--- src/rtl/afs_pkg.sv ---
package afs_pkg;
    localparam int WORD_NARROW   = 8;
    localparam int WORD_WIDE     = 16;
    localparam int LONG_NARROW   = 6;
    localparam int LONG_WIDE_MIN = 13;
    localparam int SLOT_CODE_W   = 2;
    localparam int LEN_CODE_W    = 2;
    localparam int BIT_W         = $clog2(WORD_WIDE);
    localparam int LEN_W         = $clog2(WORD_WIDE + 1);

    typedef struct packed {
        logic [BIT_W-1:0]       bit_pos;
        logic [SLOT_CODE_W-1:0] slot;
    } frame_pos_t;

    typedef struct packed {
        logic prev_level;
    } edge_state_t;
endpackage

--- src/rtl/afs_frame_counter.sv ---
module afs_frame_counter
    import afs_pkg::*;
(
    input  logic                   clk,
    input  logic                   rst_n,
    input  logic                   bclk_en,
    input  logic                   resync,
    input  logic                   cfg_wide,
    input  logic [SLOT_CODE_W-1:0] cfg_slots,
    output frame_pos_t             pos_q,
    output logic                   wrap_word
);
    frame_pos_t       pos_d;
    logic [BIT_W-1:0] last_bit;
    logic             at_last;

    always_comb begin
        last_bit  = cfg_wide ? BIT_W'(WORD_WIDE - 1) : BIT_W'(WORD_NARROW - 1);
        at_last   = (pos_q.bit_pos >= last_bit);
        wrap_word = bclk_en && !resync && at_last;
        pos_d     = pos_q;
        if (resync) begin
            pos_d = '0;
        end else if (bclk_en) begin
            if (at_last) begin
                pos_d.bit_pos = '0;
                if (pos_q.slot >= cfg_slots) begin
                    pos_d.slot = '0;
                end else begin
                    pos_d.slot = pos_q.slot + SLOT_CODE_W'(1);
                end
            end else begin
                pos_d.bit_pos = pos_q.bit_pos + BIT_W'(1);
            end
        end
    end

    always_ff @(posedge clk or negedge rst_n) begin
        if (!rst_n) begin
            pos_q <= '0;
        end else begin
            pos_q <= pos_d;
        end
    end


    hold_when_idle_chk: assert property (@(posedge clk) disable iff (!rst_n)
        (!bclk_en) |=> ($stable(pos_q.bit_pos) && $stable(pos_q.slot)));
endmodule

--- src/rtl/afs_edge_detect.sv ---
module afs_edge_detect
    import afs_pkg::*;
(
    input  logic clk,
    input  logic rst_n,
    input  logic bclk_en,
    input  logic cfg_ext,
    input  logic cfg_inv,
    input  logic sync_pin,
    output logic resync
);
    edge_state_t st_d, st_q;
    logic        level;

    always_comb begin
        level = sync_pin ^ cfg_inv;
        st_d  = st_q;
        if (bclk_en) begin
            st_d.prev_level = level;
        end
        resync = cfg_ext && bclk_en && level && !st_q.prev_level;
    end

    always_ff @(posedge clk or negedge rst_n) begin
        if (!rst_n) begin
            st_q <= '0;
        end else begin
            st_q <= st_d;
        end
    end


    no_double_resync_chk: assert property (@(posedge clk) disable iff (!rst_n)
        (resync && $stable(cfg_inv)) |=> !resync);
endmodule

--- src/rtl/afs_sync_shaper.sv ---
module afs_sync_shaper
    import afs_pkg::*;
(
    input  frame_pos_t            pos,
    input  logic                  cfg_long,
    input  logic                  cfg_wide,
    input  logic [LEN_CODE_W-1:0] cfg_len,
    input  logic                  cfg_inv,
    output logic                  active,
    output logic                  fsync
);
    logic [LEN_W-1:0] long_len;
    logic             in_first_slot;

    always_comb begin
        long_len      = cfg_wide ? (LEN_W'(LONG_WIDE_MIN) + LEN_W'(cfg_len))
                                 : LEN_W'(LONG_NARROW);
        in_first_slot = (pos.slot == '0);
        if (cfg_long) begin
            active = in_first_slot && (LEN_W'(pos.bit_pos) < long_len);
        end else begin
            active = in_first_slot && (pos.bit_pos == '0);
        end
        fsync = active ^ cfg_inv;
    end
endmodule

--- src/rtl/audio_fsync_gen.sv ---
module audio_fsync_gen
    import afs_pkg::*;
(
    input  logic                   clk,
    input  logic                   rst_n,
    input  logic                   bclk_en,
    input  logic                   cfg_wide,
    input  logic [SLOT_CODE_W-1:0] cfg_slots,
    input  logic                   cfg_long,
    input  logic [LEN_CODE_W-1:0]  cfg_len,
    input  logic                   cfg_inv,
    input  logic                   cfg_ext,
    input  logic                   ext_sync_in,
    output logic                   fsync_out,
    output logic [SLOT_CODE_W-1:0] slot_idx,
    output logic                   word_strobe
);
    frame_pos_t pos;
    logic       resync;
    logic       wrap_word;
    logic       active;

    afs_edge_detect u_edge (
        .clk      (clk),
        .rst_n    (rst_n),
        .bclk_en  (bclk_en),
        .cfg_ext  (cfg_ext),
        .cfg_inv  (cfg_inv),
        .sync_pin (ext_sync_in),
        .resync   (resync)
    );

    afs_frame_counter u_count (
        .clk       (clk),
        .rst_n     (rst_n),
        .bclk_en   (bclk_en),
        .resync    (resync),
        .cfg_wide  (cfg_wide),
        .cfg_slots (cfg_slots),
        .pos_q     (pos),
        .wrap_word (wrap_word)
    );

    afs_sync_shaper u_shape (
        .pos      (pos),
        .cfg_long (cfg_long),
        .cfg_wide (cfg_wide),
        .cfg_len  (cfg_len),
        .cfg_inv  (cfg_inv),
        .active   (active),
        .fsync    (fsync_out)
    );

    assign slot_idx    = pos.slot;
    assign word_strobe = wrap_word;


    resync_zero_chk: assert property (@(posedge clk) disable iff (!rst_n)
        resync |=> (pos.bit_pos == '0 && pos.slot == '0));


    strobe_wrap_chk: assert property (@(posedge clk) disable iff (!rst_n)
        wrap_word |=> (pos.bit_pos == '0));


    short_single_chk: assert property (@(posedge clk) disable iff (!rst_n)
        (!cfg_long && active && bclk_en && !resync) |=> (!active || cfg_long));
endmodule

--- config.mk ---
export PLATFORM = sky130hd
export DESIGN_NAME = audio_fsync_gen
export DESIGN_NICKNAME = d
export VERILOG_FILES = /design/src/rtl/afs_pkg.sv /design/src/rtl/afs_frame_counter.sv /design/src/rtl/afs_edge_detect.sv /design/src/rtl/afs_sync_shaper.sv /design/src/rtl/audio_fsync_gen.sv
export SDC_FILE = /design/constraint.sdc
export NUM_CORES = 1
export LEC_CHECK = 0
export BUFFER_PORTS_ARGS = -buffer_cell sky130_fd_sc_hd__buf_2
export CORE_MARGIN = 1
export CORE_UTILIZATION = 35
export CTS_CLUSTER_DIAMETER = 80
export DETAILED_ROUTE_END_ITERATION = 8
export PLACE_DENSITY = 0.61
export SYNTH_ARGS = -nofsm -noshare
export SYNTH_HDL_FRONTEND = slang
export SYNTH_SLANG_ARGS = --single-unit
--- constraint.sdc ---
create_clock -name clk -period 3.4 [get_ports clk]
set_input_delay 0.17 -clock clk [delete_from_list [all_inputs] [get_ports clk]]
set_output_delay 0.17 -clock clk [all_outputs]
set_load 0.1 [all_outputs]
[Word-level counts from Yosys, hierarchy flattened]
Index checks and enable logic that the tools add are counted.
Operators by class
  add/sub/neg operators: 3
  multipliers: 0
  divide/modulo/power cells: 0
  order comparisons: 3
  equal/unequal tests: 0
  shift-type cells: 0
  multiplexer cells: 8
  bitwise operators: 2
  reductions and logical operators: 14
Operators with widths (number)
  6-bit two-way mux: 2
  4-bit two-way mux: 2
  1-bit logical AND: 7
  4-bit by 2-bit adder with 5-bit output (first input constant): 1
  4-bit by 5-bit < comparator with 1-bit output: 1
  5-bit two-way mux: 1
  4-bit by 1-bit adder with 4-bit output (second input constant): 1
  4-bit greater-or-equal comparator: 1
  4-bit zero test: 1
  2-bit two-way mux: 2
  2-bit nonzero test: 2
  2-bit by 1-bit adder with 2-bit output (second input constant): 1
  2-bit greater-or-equal comparator: 1
  1-bit zero test: 2
  2-bit zero test: 1
  2-bit AND reduction: 1
  1-bit bitwise XOR: 2
  1-bit two-way mux: 1
Word-level totals
  flip-flop bits (word level): 7
  bits in latches: 0
  RAM bits: 0
  memory bits (read-only): 0
  input port bits: 12
  memories: 0

[Depth between registers and ports, before layout]
  depth in word-level cells: 6
  gate-level depth with buffers: 7
  gate-level depth less buffers: 7

[Hierarchy]
From an unflattened synthesis, not the netlist that was laid out.
Unflattened totals
  cell total of the unflattened synthesis: 73
  area total of the unflattened synthesis: 650.6 um^2
Modules (own cells, without submodules)
  afs_frame_counter: times used 1, cells an instance 43, area an instance 416.6 um^2, sequential area each 150.1 um^2
  afs_sync_shaper: times used 1, cells an instance 24, area an instance 177.7 um^2, sequential area each 0.0 um^2
  afs_edge_detect: times used 1, cells an instance 6, area an instance 56.3 um^2, sequential area each 25.0 um^2

[Least setup slack after synthesis]
Ideal clock, no wire load.
  kind: input to output
  from: input port cfg_len[0]
  to: output port fsync_out
  arrival: 2628 ps
  data required time: 3230 ps
  slack: 602 ps
  cell stages on the path: 7
  buffers on the path: 0
  cell sequence: ha_1 > nor2_1 > ha_1 > nor4b_1 > o21ai_1 > a31oi_1 > xor2_1
On the way
  longest elaborated chain between the ends: 6
RTL lines
  from (decl): RTL line audio_fsync_gen.sv:10  | input logic [LEN_CODE_W-1:0] cfg_len,
  4-bit by 2-bit adder with 5-bit output: RTL line afs_sync_shaper.sv:16  | long_len = cfg_wide ? (LEN_W'(LONG_WIDE_MIN) + LEN_W'(cfg_len))
  5-bit two-way mux: RTL line afs_sync_shaper.sv:16
  4-bit by 5-bit < comparator with 1-bit output: RTL line afs_sync_shaper.sv:20  | active = in_first_slot && (LEN_W'(pos.bit_pos) < long_len);
  1-bit logical AND: RTL line afs_sync_shaper.sv:20
  1-bit two-way mux: RTL line afs_sync_shaper.sv:19  | if (cfg_long) begin
  1-bit bitwise XOR: RTL line afs_sync_shaper.sv:24  | fsync = active ^ cfg_inv;
  to (decl): RTL line audio_fsync_gen.sv:14  | output logic fsync_out,
No other way between the ends.

[Worst setup path after layout]
  from: register u_count.pos_q[3] (netlist bit)
  to: output port fsync_out
On the way
  longest elaborated chain between the ends: 4
  elaborated cells between the ends (all ways): 6
  those cells by class: order compare (1); mux (1); bitwise (1); reduce/logical (3)
RTL lines
  from (decl): RTL line afs_frame_counter.sv:10  | output frame_pos_t pos_q,
  from (signal assigned): RTL line afs_frame_counter.sv:42  | pos_q <= pos_d;
  4-bit by 5-bit < comparator with 1-bit output or 4-bit zero test (tied branches): RTL line afs_sync_shaper.sv:20, afs_sync_shaper.sv:22
  1-bit logical AND (on tied branches): RTL line afs_sync_shaper.sv:20, afs_sync_shaper.sv:22
  1-bit two-way mux *: RTL line afs_sync_shaper.sv:19
  1-bit bitwise XOR *: RTL line afs_sync_shaper.sv:24
Mark *: on every way between the ends. The rest lies on a longest branch, timed or not.

==> out/qor.yml <==
status: "complete, but fails checks"
violations: "DRC"
vias: 517
clk_pin_slew_ps: 50
synth_top_area_frac: 0.312
finalSetupViolCount: 0
antenna_found_initial: 0
cts_tree: "yes"
hp-class: "in2reg"
synth_area_leaders: "dfrtp_1 31%, ha_1 20%, o21ai_1 5.3%"
drt_iter0_drc: 5
io_buffer_count: 15
synth-edff-count: 0
yosys.area.top_type: "dfrtp_1"
yosys_register_bits: 7
die-width_um: 42.1
grt_max_degree: 9
areaGrowthSynthToFinish_pct: 20.7
grt_pass1_wl_um: 1990
detail-route-antenna-nets: 0
overflow: 0
postSynthAreaPerCell_sq_um: 9.06
slew_headroom: 0.630
hold_ws_ps: 187
timing.setup.tns_ps: 0
post-place-ws_ps: 1240
p_leak_uw: 0.000337
cts_root_buf: "clkbuf_4"
p_per_area_nw_per_um2: 869
synth_commonest_cells: "9 x ha_1, 7 x dfrtp_1, 6 x inv_1, 6 x o21ai_1, 5 x nor2_1"
reg2reg_depth: 4
hold_depth: 2
drive_above_1_share: 0.263
first_pass_iters: 6
drc: 1
grt.total_usage: 0.147
period_minus_slack_ps: 2280
fin_area_sq_um: 678
wirelength_um: 1110
initial_utilization: 0.373
postCtsSetupBuffers: 0
grt_pass1_vias: 505
globalplace.congestion: 0.707
clockBufferDepth: 2
cts_buffers: 3
async_flop_share: 1.00
seq_area_frac_synth: 0.312
startpoint_type: "register"
ys_types: 26
cap_violations: 0
critPathArrivalTime_ps: 2110
synth_area_sq_um: 562
wl_per_cell_um: 11.6
cp_max_fo: 4
slew_viol_final: 0
htree_levels: 1
dpl_cell_area_sq_um: 642
timing_worst_setup_path_type: "reg2out"
timing.fmax_mhz: 439
power.total_uw: 589
diodes: 0
synth_cells: 62
dieArea_sq_um: 1770
tightest_slew_ps: 552
yosysWarnings: 0
hold_viol: 0
clk_latency_ps: 250
clock_skew_ps: 0.593
min_period_over_period: 0.670
synth.most_common_cell: "ha_1"
setup_ws_ps: 1120
cts.sinks: 7
core_sq_um: 1510
vias_per_cell: 5.39
ys.flop_type: "dfrtp_1"
ir_worst_vdd_uv: 297
io-pin-count: 16
cp-end-kind: "primary output"
worstPathRequired_ps: 3230
syn_nets: 83
rows: 14
nNetsFinal: 102
rsz0062_at_grt: "no"
dp_hpwl_um: 917
die_h_um: 42.1
[cell families (layout without fill, tap and decap cells)]
family	count (synthesis)	in the layout	synth area share
AND/OR/NAND/NOR	18	18	0.185
flip-flops	7	7	0.312
adder cells (fa/ha/maj)	9	9	0.200
XOR/XNOR	4	4	0.0624
AO/OA/AOI/OAI	15	15	0.167
buffers and inverters	9	27	0.0735
[cell type report]
cell class                      count  area [sq um]
Fill cell                         158           828
Multi-Input combinational cell     46           345
Sequential cell                     7           175
Timing Repair Buffer               16          85.1
Clock buffer                        4          26.3
Inverter                            7          26.3
Tap cell                           16          20.0
[power breakdown]
group / internal [uW] / total, uW / switching [uW]
Clock: 44.8 / 76.0 / 31.2
Sequential: 115 / 150 / 34.4
Combinational: 99.1 / 364 / 265
[worst max-delay path, stage by stage (launching register included)]
cell     delay (ps)
dfrtp_1         410
ha_1            220
nor4b_1         270
o21ai_1         100
a31oi_1         200
xor2_1          200
buf_2           450
[state kept, by name, summed over array words and instances (netlist names)]
name / cells
u_edge.st_q: 1
u_count.pos_q: 6
[layer usage]
layer	wire length, um	share of wire	GRT usage
met5	0	0	0
met4	5	0.0045	0.0188
met2	595	0.53	0.266
met1	458	0.41	0.165
met3	53	0.048	0.0647
[metrics by stage]
step,utilization,std cells
after CTS,0.450,96
after floorplan,-,62
after detailed placement,0.426,91
final,0.450,96
after global placement,0.426,91
after global routing,0.450,96
[final timing paths]
kind / slack (ps) / endpoint / start
setup reg to reg: 1830 / u_count.pos_q[1] / u_count.pos_q[5]
hold / removal: 190 / u_count.pos_q[2] / bclk_en
max in group asynchronous: 2960 / u_edge.st_q / rst_n
min in group asynchronous: 280 / u_count.pos_q[1] / rst_n
hold reg to reg: 560 / u_count.pos_q[0] / u_count.pos_q[0]
setup / recovery: 1120 / fsync_out / u_count.pos_q[3]
[placed cells by master, fill, tap and decap left out, drive strengths merged, types with 2 or more instances in the layout]
cell | synthesis | layout
a21oi | 2 | 2
nand3 | 2 | 2
xor2 | 3 | 3
dfrtp | 7 | 7
o21ai | 8 | 8
buf | 2 | 15
clkbuf | 0 | 4
ha | 9 | 9
nor2 | 5 | 5
nand2 | 2 | 2
a31oi | 2 | 2
inv | 6 | 6
[what timing repair did]
item,4_1_cts,5_1_grt
gates resized for setup,0,0
hold buffers,1,0
hold endpoints to repair,7,0
Power figures use the tool's default switching activity.
